### src/rtl/can_bt_pkg.sv
package can_bt_pkg;

  typedef enum logic [1:0] {
    SEG_SYNC = 2'd0,
    SEG_PROP = 2'd1,
    SEG_PS1  = 2'd2,
    SEG_PS2  = 2'd3
  } seg_e;

  function automatic logic maj3(input logic a, input logic b, input logic c);
    return (a & b) | (a & c) | (b & c);
  endfunction

endpackage

### src/rtl/can_bt_cfg_decode.sv
module can_bt_cfg_decode #(
  parameter int BRP_W = 6,
  parameter int SEG_W = 3,
  parameter int SJW_W = 2,
  parameter int LEN_W = SEG_W + 3
) (
  input  logic [SJW_W+BRP_W-1:0] cfg_rate,
  input  logic [2*SEG_W+1:0]     cfg_seg,
  input  logic [SEG_W-1:0]       cfg_ps2,
  output logic [BRP_W-1:0]       brp,
  output logic [LEN_W-1:0]       sjw_len,
  output logic [LEN_W-1:0]       prop_len,
  output logic [LEN_W-1:0]       ps1_len,
  output logic [LEN_W-1:0]       ps2_len,
  output logic                   triple,
  output logic                   cfg_err
);
  localparam int TRIPLE_BIT = 2 * SEG_W;
  localparam int SEL_BIT    = 2 * SEG_W + 1;
  localparam logic [LEN_W-1:0] ONE     = LEN_W'(1);
  localparam logic [LEN_W-1:0] PS2_MIN = LEN_W'(2);

  logic [LEN_W-1:0] ps2_auto;

  assign brp      = cfg_rate[BRP_W-1:0];
  assign sjw_len  = LEN_W'(cfg_rate[SJW_W+BRP_W-1:BRP_W]) + ONE;
  assign prop_len = LEN_W'(cfg_seg[SEG_W-1:0]) + ONE;
  assign ps1_len  = LEN_W'(cfg_seg[2*SEG_W-1:SEG_W]) + ONE;
  assign triple   = cfg_seg[TRIPLE_BIT];

  // automatic phase-two length: never shorter than the information processing time
  assign ps2_auto = (ps1_len > PS2_MIN) ? ps1_len : PS2_MIN;
  assign ps2_len  = cfg_seg[SEL_BIT] ? (LEN_W'(cfg_ps2) + ONE) : ps2_auto;

  always_comb begin
    cfg_err = 1'b0;
    if ((prop_len + ps1_len) < ps2_len) cfg_err = 1'b1;
    if (ps2_len <= sjw_len)             cfg_err = 1'b1;
  end

endmodule

### src/rtl/can_bt_prescaler.sv
module can_bt_prescaler #(
  parameter int BRP_W = 6
) (
  input  logic             clk,
  input  logic             rst_n,
  input  logic             run,
  input  logic [BRP_W-1:0] brp,
  output logic             tq_tick
);
  localparam int CNT_W = BRP_W + 1;

  logic [CNT_W-1:0] cnt;
  logic [CNT_W-1:0] term;

  // terminal count 2*brp+1 gives a period of 2*(brp+1) clocks
  assign term    = {brp, 1'b1};
  assign tq_tick = run && (cnt == term);

  always_ff @(posedge clk or negedge rst_n) begin
    if (!rst_n)                cnt <= '0;
    else if (!run || tq_tick)  cnt <= '0;
    else                       cnt <= cnt + CNT_W'(1);
  end

endmodule

### src/rtl/can_bt_segmenter.sv
module can_bt_segmenter
  import can_bt_pkg::*;
#(
  parameter int LEN_W = 6
) (
  input  logic             clk,
  input  logic             rst_n,
  input  logic             run,
  input  logic             tq_tick,
  input  logic             edge_fall,
  input  logic [LEN_W-1:0] sjw_len,
  input  logic [LEN_W-1:0] prop_len,
  input  logic [LEN_W-1:0] ps1_len,
  input  logic [LEN_W-1:0] ps2_len,
  output logic             sync_mark,
  output logic             sample_strobe,
  output logic             bit_end
);
  localparam logic [LEN_W-1:0] ONE = LEN_W'(1);

  seg_e             seg;
  logic [LEN_W-1:0] qcnt;
  logic [LEN_W-1:0] ext_q;
  logic [LEN_W-1:0] cut_q;
  logic             done_q;

  logic             take;
  logic             in_front;
  logic [LEN_W-1:0] e_pos;
  logic [LEN_W-1:0] rem_m1;
  logic [LEN_W-1:0] ext_new;
  logic [LEN_W-1:0] cut_new;
  logic [LEN_W-1:0] ps1_end;
  logic [LEN_W-1:0] ps2_end;
  logic [LEN_W-1:0] seg_len;
  logic             last_q;

  // the live adjustment joins the boundary compare in the edge clock itself
  always_comb begin
    in_front = (seg == SEG_PROP) || (seg == SEG_PS1);
    take     = run && edge_fall && !done_q && (seg != SEG_SYNC);
    e_pos    = (seg == SEG_PROP) ? (qcnt + ONE) : (prop_len + qcnt + ONE);
    rem_m1   = ps2_len - qcnt - ONE;
    ext_new  = '0;
    cut_new  = '0;
    if (take && in_front)         ext_new = (e_pos  < sjw_len) ? e_pos  : sjw_len;
    if (take && seg == SEG_PS2)   cut_new = (rem_m1 < sjw_len) ? rem_m1 : sjw_len;
    ps1_end  = ps1_len + ext_q + ext_new;
    ps2_end  = ps2_len - cut_q - cut_new;
    case (seg)
      SEG_SYNC: seg_len = ONE;
      SEG_PROP: seg_len = prop_len;
      SEG_PS1:  seg_len = ps1_end;
      default:  seg_len = ps2_end;
    endcase
    last_q = (qcnt == (seg_len - ONE));
  end

  assign sync_mark     = run && (seg == SEG_SYNC);
  assign sample_strobe = tq_tick && (seg == SEG_PS1) && last_q;
  assign bit_end       = tq_tick && (seg == SEG_PS2) && last_q;

  always_ff @(posedge clk or negedge rst_n) begin
    if (!rst_n) begin
      seg    <= SEG_SYNC;
      qcnt   <= '0;
      ext_q  <= '0;
      cut_q  <= '0;
      done_q <= 1'b0;
    end else if (!run) begin
      seg    <= SEG_SYNC;
      qcnt   <= '0;
      ext_q  <= '0;
      cut_q  <= '0;
      done_q <= 1'b0;
    end else begin
      if (take) begin
        done_q <= 1'b1;
        if (in_front) ext_q <= ext_new;
        else          cut_q <= cut_new;
      end
      if (tq_tick) begin
        if (last_q) begin
          qcnt <= '0;
          seg  <= seg_e'(seg + 2'd1);
          if (seg == SEG_PS2) begin
            ext_q  <= '0;
            cut_q  <= '0;
            done_q <= 1'b0;
          end
        end else begin
          qcnt <= qcnt + ONE;
        end
      end
    end
  end

endmodule

### src/rtl/can_bt_sampler.sv
module can_bt_sampler
  import can_bt_pkg::*;
(
  input  logic clk,
  input  logic rst_n,
  input  logic run,
  input  logic tq_tick,
  input  logic sample_strobe,
  input  logic triple,
  input  logic rx_in,
  output logic rx_bit
);
  logic [1:0] hist;

  always_ff @(posedge clk or negedge rst_n) begin
    if (!rst_n) begin
      hist   <= 2'b11;
      rx_bit <= 1'b1;
    end else begin
      if (!run)         hist <= 2'b11;
      else if (tq_tick) hist <= {hist[0], rx_in};
      if (sample_strobe)
        rx_bit <= triple ? maj3(hist[1], hist[0], rx_in) : rx_in;
    end
  end

endmodule

### src/rtl/can_bit_timer.sv
module can_bit_timer #(
  parameter int BRP_W = 6,
  parameter int SEG_W = 3,
  parameter int SJW_W = 2
) (
  input  logic                   clk,
  input  logic                   rst_n,
  input  logic                   enable,
  input  logic [SJW_W+BRP_W-1:0] cfg_rate,
  input  logic [2*SEG_W+1:0]     cfg_seg,
  input  logic [SEG_W-1:0]       cfg_ps2,
  input  logic                   rx_in,
  output logic                   tq_tick,
  output logic                   sync_mark,
  output logic                   sample_strobe,
  output logic                   bit_end,
  output logic                   rx_bit,
  output logic                   cfg_err
);
  localparam int LEN_W = SEG_W + 3;

  logic [BRP_W-1:0] brp;
  logic [LEN_W-1:0] sjw_len, prop_len, ps1_len, ps2_len;
  logic             triple;
  logic             run;
  logic             rx_prev;
  logic             edge_fall;

  can_bt_cfg_decode #(.BRP_W(BRP_W), .SEG_W(SEG_W), .SJW_W(SJW_W), .LEN_W(LEN_W)) u_dec (
    .cfg_rate(cfg_rate), .cfg_seg(cfg_seg), .cfg_ps2(cfg_ps2),
    .brp(brp), .sjw_len(sjw_len), .prop_len(prop_len), .ps1_len(ps1_len),
    .ps2_len(ps2_len), .triple(triple), .cfg_err(cfg_err)
  );

  assign run = enable && !cfg_err;

  always_ff @(posedge clk or negedge rst_n) begin
    if (!rst_n) rx_prev <= 1'b1;
    else        rx_prev <= rx_in;
  end

  assign edge_fall = rx_prev && !rx_in;

  can_bt_prescaler #(.BRP_W(BRP_W)) u_pre (
    .clk(clk), .rst_n(rst_n), .run(run), .brp(brp), .tq_tick(tq_tick)
  );

  can_bt_segmenter #(.LEN_W(LEN_W)) u_seg (
    .clk(clk), .rst_n(rst_n), .run(run), .tq_tick(tq_tick), .edge_fall(edge_fall),
    .sjw_len(sjw_len), .prop_len(prop_len), .ps1_len(ps1_len), .ps2_len(ps2_len),
    .sync_mark(sync_mark), .sample_strobe(sample_strobe), .bit_end(bit_end)
  );

  can_bt_sampler u_smp (
    .clk(clk), .rst_n(rst_n), .run(run), .tq_tick(tq_tick),
    .sample_strobe(sample_strobe), .triple(triple), .rx_in(rx_in), .rx_bit(rx_bit)
  );

endmodule

### config.mk
export PLATFORM = sky130hd
export DESIGN_NAME = can_bit_timer
export DESIGN_NICKNAME = d
export VERILOG_FILES = /design/src/rtl/can_bt_pkg.sv /design/src/rtl/can_bt_cfg_decode.sv /design/src/rtl/can_bt_prescaler.sv /design/src/rtl/can_bt_segmenter.sv /design/src/rtl/can_bt_sampler.sv /design/src/rtl/can_bit_timer.sv
export SDC_FILE = /design/constraint.sdc
export NUM_CORES = 1
export LEC_CHECK = 0
export ABC_AREA = 1
export ABC_CLOCK_PERIOD_IN_PS = 10300
export CAP_MARGIN = 5
export CORE_AREA = 2 2 88 90
export DETAILED_ROUTE_END_ITERATION = 8
export DIE_AREA = 0 0 90 92
export HOLD_SLACK_MARGIN = 0.15
export PLACE_DENSITY = 0.78
export REMOVE_ABC_BUFFERS = 1
export SLEW_MARGIN = 20
export SYNTH_ARGS = -nofsm -noshare
export SYNTH_HDL_FRONTEND = slang
export SYNTH_HIERARCHICAL = 1
export SYNTH_SLANG_ARGS = --single-unit
export TNS_END_PERCENT = 1
### constraint.sdc
create_clock -name clk -period 10.3 [get_ports clk]
set_clock_uncertainty 0.05 [all_clocks]
set_input_delay 2.06 -clock clk [delete_from_list [all_inputs] [get_ports clk]]
set_output_delay 2.06 -clock clk [all_outputs]
set_load 0.1 [all_outputs]
==> results.tsv <==
metric	value	unit
r2r-end	u_seg/ext_q[5]$_DFF_PN0_	
max_stage_delay	480	ps
synth_compound_area_frac	0.1153	
drive_above_1_share	0.1763	
syn_area	4330	µm²
wirelength	10.47	mm
post-dp-hpwl	8.121	mm
synthAdderAreaFrac	0.2179	
cts_tree	yes	
synth_area_leaders	dfrtp_1 (16%), ha_1 (15%), nand2_1 (12%), inv_1 (9.4%), fa_1 (6.5%)	
reg2reg_from	u_seg/qcnt[0]$_DFFE_PN0P_	
p_int	0.3577	mW
ant_nets	0	
vdd_ir_drop_max	0.09716	mV
dieArea	8280	µm²
arrival	7950	ps
grt_pass1_vias	3886	
clk_pin_slew	70	ps
grt_pass1_wl	17.79	mm
required	8190	ps
synthSimpleGateAreaFrac	0.2756	
drt-vias-per-instance	5.162	
cts_buffers	5	
slew_headroom	0.3534	
synth_top_area_frac	0.1618	
ff2ff_setup_slack	4270	ps
synth-seq-cells	32	
insertion_delay	290	ps
layout.nets	747	
post-route-drc-count	0	
seqPwrFrac	0.199	
period_needed	10060	ps
synth-edff-count	0	
synthArstFlopShare	1.000	
fillCellCount	647	
rows	32	
hold_path_class	flip-flop to flip-flop	
synth_common_cells	nand2_1 (142), inv_1 (108), ha_1 (53)	
yosys-mux-area-fraction	0.006934	
power_frac_comb	0.611	
outcome	finished, final reports clean	
swShare	0.4692	
p_sw	0.3162	mW
crit_path_end_kind	primary output	
fin_util	0.6746	
timing.hold.ws	420.6	ps
cts_root_buf	clkbuf_8	
cts_max_level	2	
drtIter0Drc	274	
slew_viol_final	0	
hold_violations	0	
seq_area_frac_synth	0.1861	
avgSynthCellArea	7.018	µm²
synth_xor_area_frac	0.05461	
startpoint_type	primary input	
cp_slowest_cell	clkdlybuf4s50_1	
cts_sinks	32	
antenna_found_initial	0	
core	7447	µm²
worst_pin_slew	966.9	ps
crit_path_frequent_cell	inv_1	
cap_violations	0	
synth_top_area_cell	dfrtp_1	
fmax	99.44	MHz
cp-startpoint	cfg_seg[0]	
wl_per_cell	13.77	µm
die_w	90	µm
synthFlopType	dfrtp_1	
finalSetupViolCount	0	
yosysUniqueCellTypes	51	
syn_to_final_growth	16.01	%
firstDrtPassIters	4	
antennaDiodeCount	0	
yosys_warnings	6	
start_util	0.5815	
cts_max_path_buffers	2	
num_vias	3923	
power_density	134.1	nW/µm²
gr-usage-all-layers	0.2640	
port_buffers	28	
grt_max_degree	33	
gp_congestion	0.9868	
synth_cells	617	
crit_fanout	4	
synth_top_family_by_area	simple AND/OR/NAND/NOR gates	
die_y	92	µm
worstRegToRegCells	31	
critPathKind	primary input to primary output	
fin_crit_sh	0.9763	
endpoint	bit_end	
p_leak	2.518	nW
synth_most_common_cell	nand2_1	
grt.overflow.total	0	
io_pins	29	
p_clk_frac	0.190	
-- metal layers --
| metal | track usage | up-vias | routed length [µm] |
|---|---|---|---|
| li1 | - | 2003 | - |
| met1 | 0.3413 | 1800 | 4567 |
| met2 | 0.4718 | 104 | 5209 |
| met3 | 0.03205 | 16 | 549 |
| met4 | 0.06282 | 0 | 138 |
| met5 | 0 | - | 0 |
-- registers in the layout (all words and copies together), names as in the netlist --
register / cells
u_pre/cnt: 7
u_seg/cut_q: 6
u_seg/ext_q: 6
u_seg/qcnt: 6
u_seg/seg: 2
u_smp/hist: 2
rx_prev: 1
u_seg/done_q: 1
u_smp/rx_bit: 1
-- through the flow --
| step | total power, mW | TNS [ps] | instances | worst slack, ps | cell area, µm² |
|---|---|---|---|---|---|
| finish | 0.6739 | 0 | 760 | 244.1 | 5024 |
| global route | 0.7235 | -96.89 | 760 | -86.26 | 5024 |
| CTS | 0.6372 | 0 | 756 | 7.147 | 4867 |
| detailed placement | 0.5015 | -194.5 | 748 | -115.5 | 4732 |
| global placement | 0.4899 | 0 | 748 | 89.76 | 4732 |
| floorplan | 0.3995 | -1492 | 603 | -1101 | 4194 |
-- logic make-up after synthesis --
logic type,after synthesis
flip-flops,32
multiplexers,3
other,1
adder cells (fa/ha/maj),67
buffers and inverters,141
AO/OA/AOI/OAI,79
AND/OR/NAND/NOR,267
XOR/XNOR,27
-- how the worst min path moves through the flow --
stage / from / end / slack [ps] / cells past startpoint
after floorplan: u_seg/done_q$_DFF_PN0_ / u_seg/done_q$_DFF_PN0_ / 420 / 2
after global placement: u_smp/rx_bit$_DFFE_PN1P_ / u_smp/rx_bit$_DFFE_PN1P_ / 400 / 2
after detailed placement: u_smp/rx_bit$_DFFE_PN1P_ / u_smp/rx_bit$_DFFE_PN1P_ / 410 / 2
after CTS: u_smp/rx_bit$_DFFE_PN1P_ / u_smp/rx_bit$_DFFE_PN1P_ / 420 / 2
after global routing: u_smp/rx_bit$_DFFE_PN1P_ / u_smp/rx_bit$_DFFE_PN1P_ / 470 / 2
final: u_smp/rx_bit$_DFFE_PN1P_ / u_smp/rx_bit$_DFFE_PN1P_ / 420 / 2
-- placed cells by master, fill, tap and decap left out, types with 5 or more instances in the layout --
cell type        count
nor2_1              47
nand3_1             29
dfrtp_1             28
nor2_2              15
buf_4               20
o21ai_0             17
inv_2               11
clkdlybuf4s50_1     23
inv_1              106
nand2_1            140
nand2_2             10
clkbuf_8             5
a21oi_1             21
xnor2_1              7
ha_1                48
conb_1               9
o21ai_2              7
fa_1                13
xor2_1              18
-- timing repair --
item,in CTS,in global routing
hold buffers,0,0
buffers inserted,0,4
resized for setup,8,33
pin swaps,4,13
endpoints found under the setup margin,2,2
endpoints found under the hold margin,0,0
-- worst max-delay path: cells and delay by family --
| kind | cells | cell delay, ps |
|---|---|---|
| xor+xnor | 3 | 520 |
| fa+ha+maj | 6 | 2180 |
| compound gates | 5 | 810 |
| mux | 1 | 250 |
| buf+inv | 9 | 1300 |
| simple gates | 8 | 800 |
-- layout make-up --
class	instances	area, µm²	area share
timing repair buffer	47	445.4	0.08867
multi-input combinational	452	3082	0.6135
inverter	119	451.7	0.08991
clock buffer	5	68.82	0.01370
tap	102	127.6	0.02540
sequential	32	805.8	0.1604
clock inverter	3	42.54	0.008468
-- power groups by stage --
stage	clock [mW]	combinational, mW	sequential, mW
finish	0.128	0.412	0.134
CTS	0.131	0.372	0.134
floorplan	0	0.264	0.136
global placement	0	0.354	0.136
detailed placement	0	0.365	0.137
global route	0.136	0.452	0.135
Note: power is estimated with default switching activity, not from simulation.
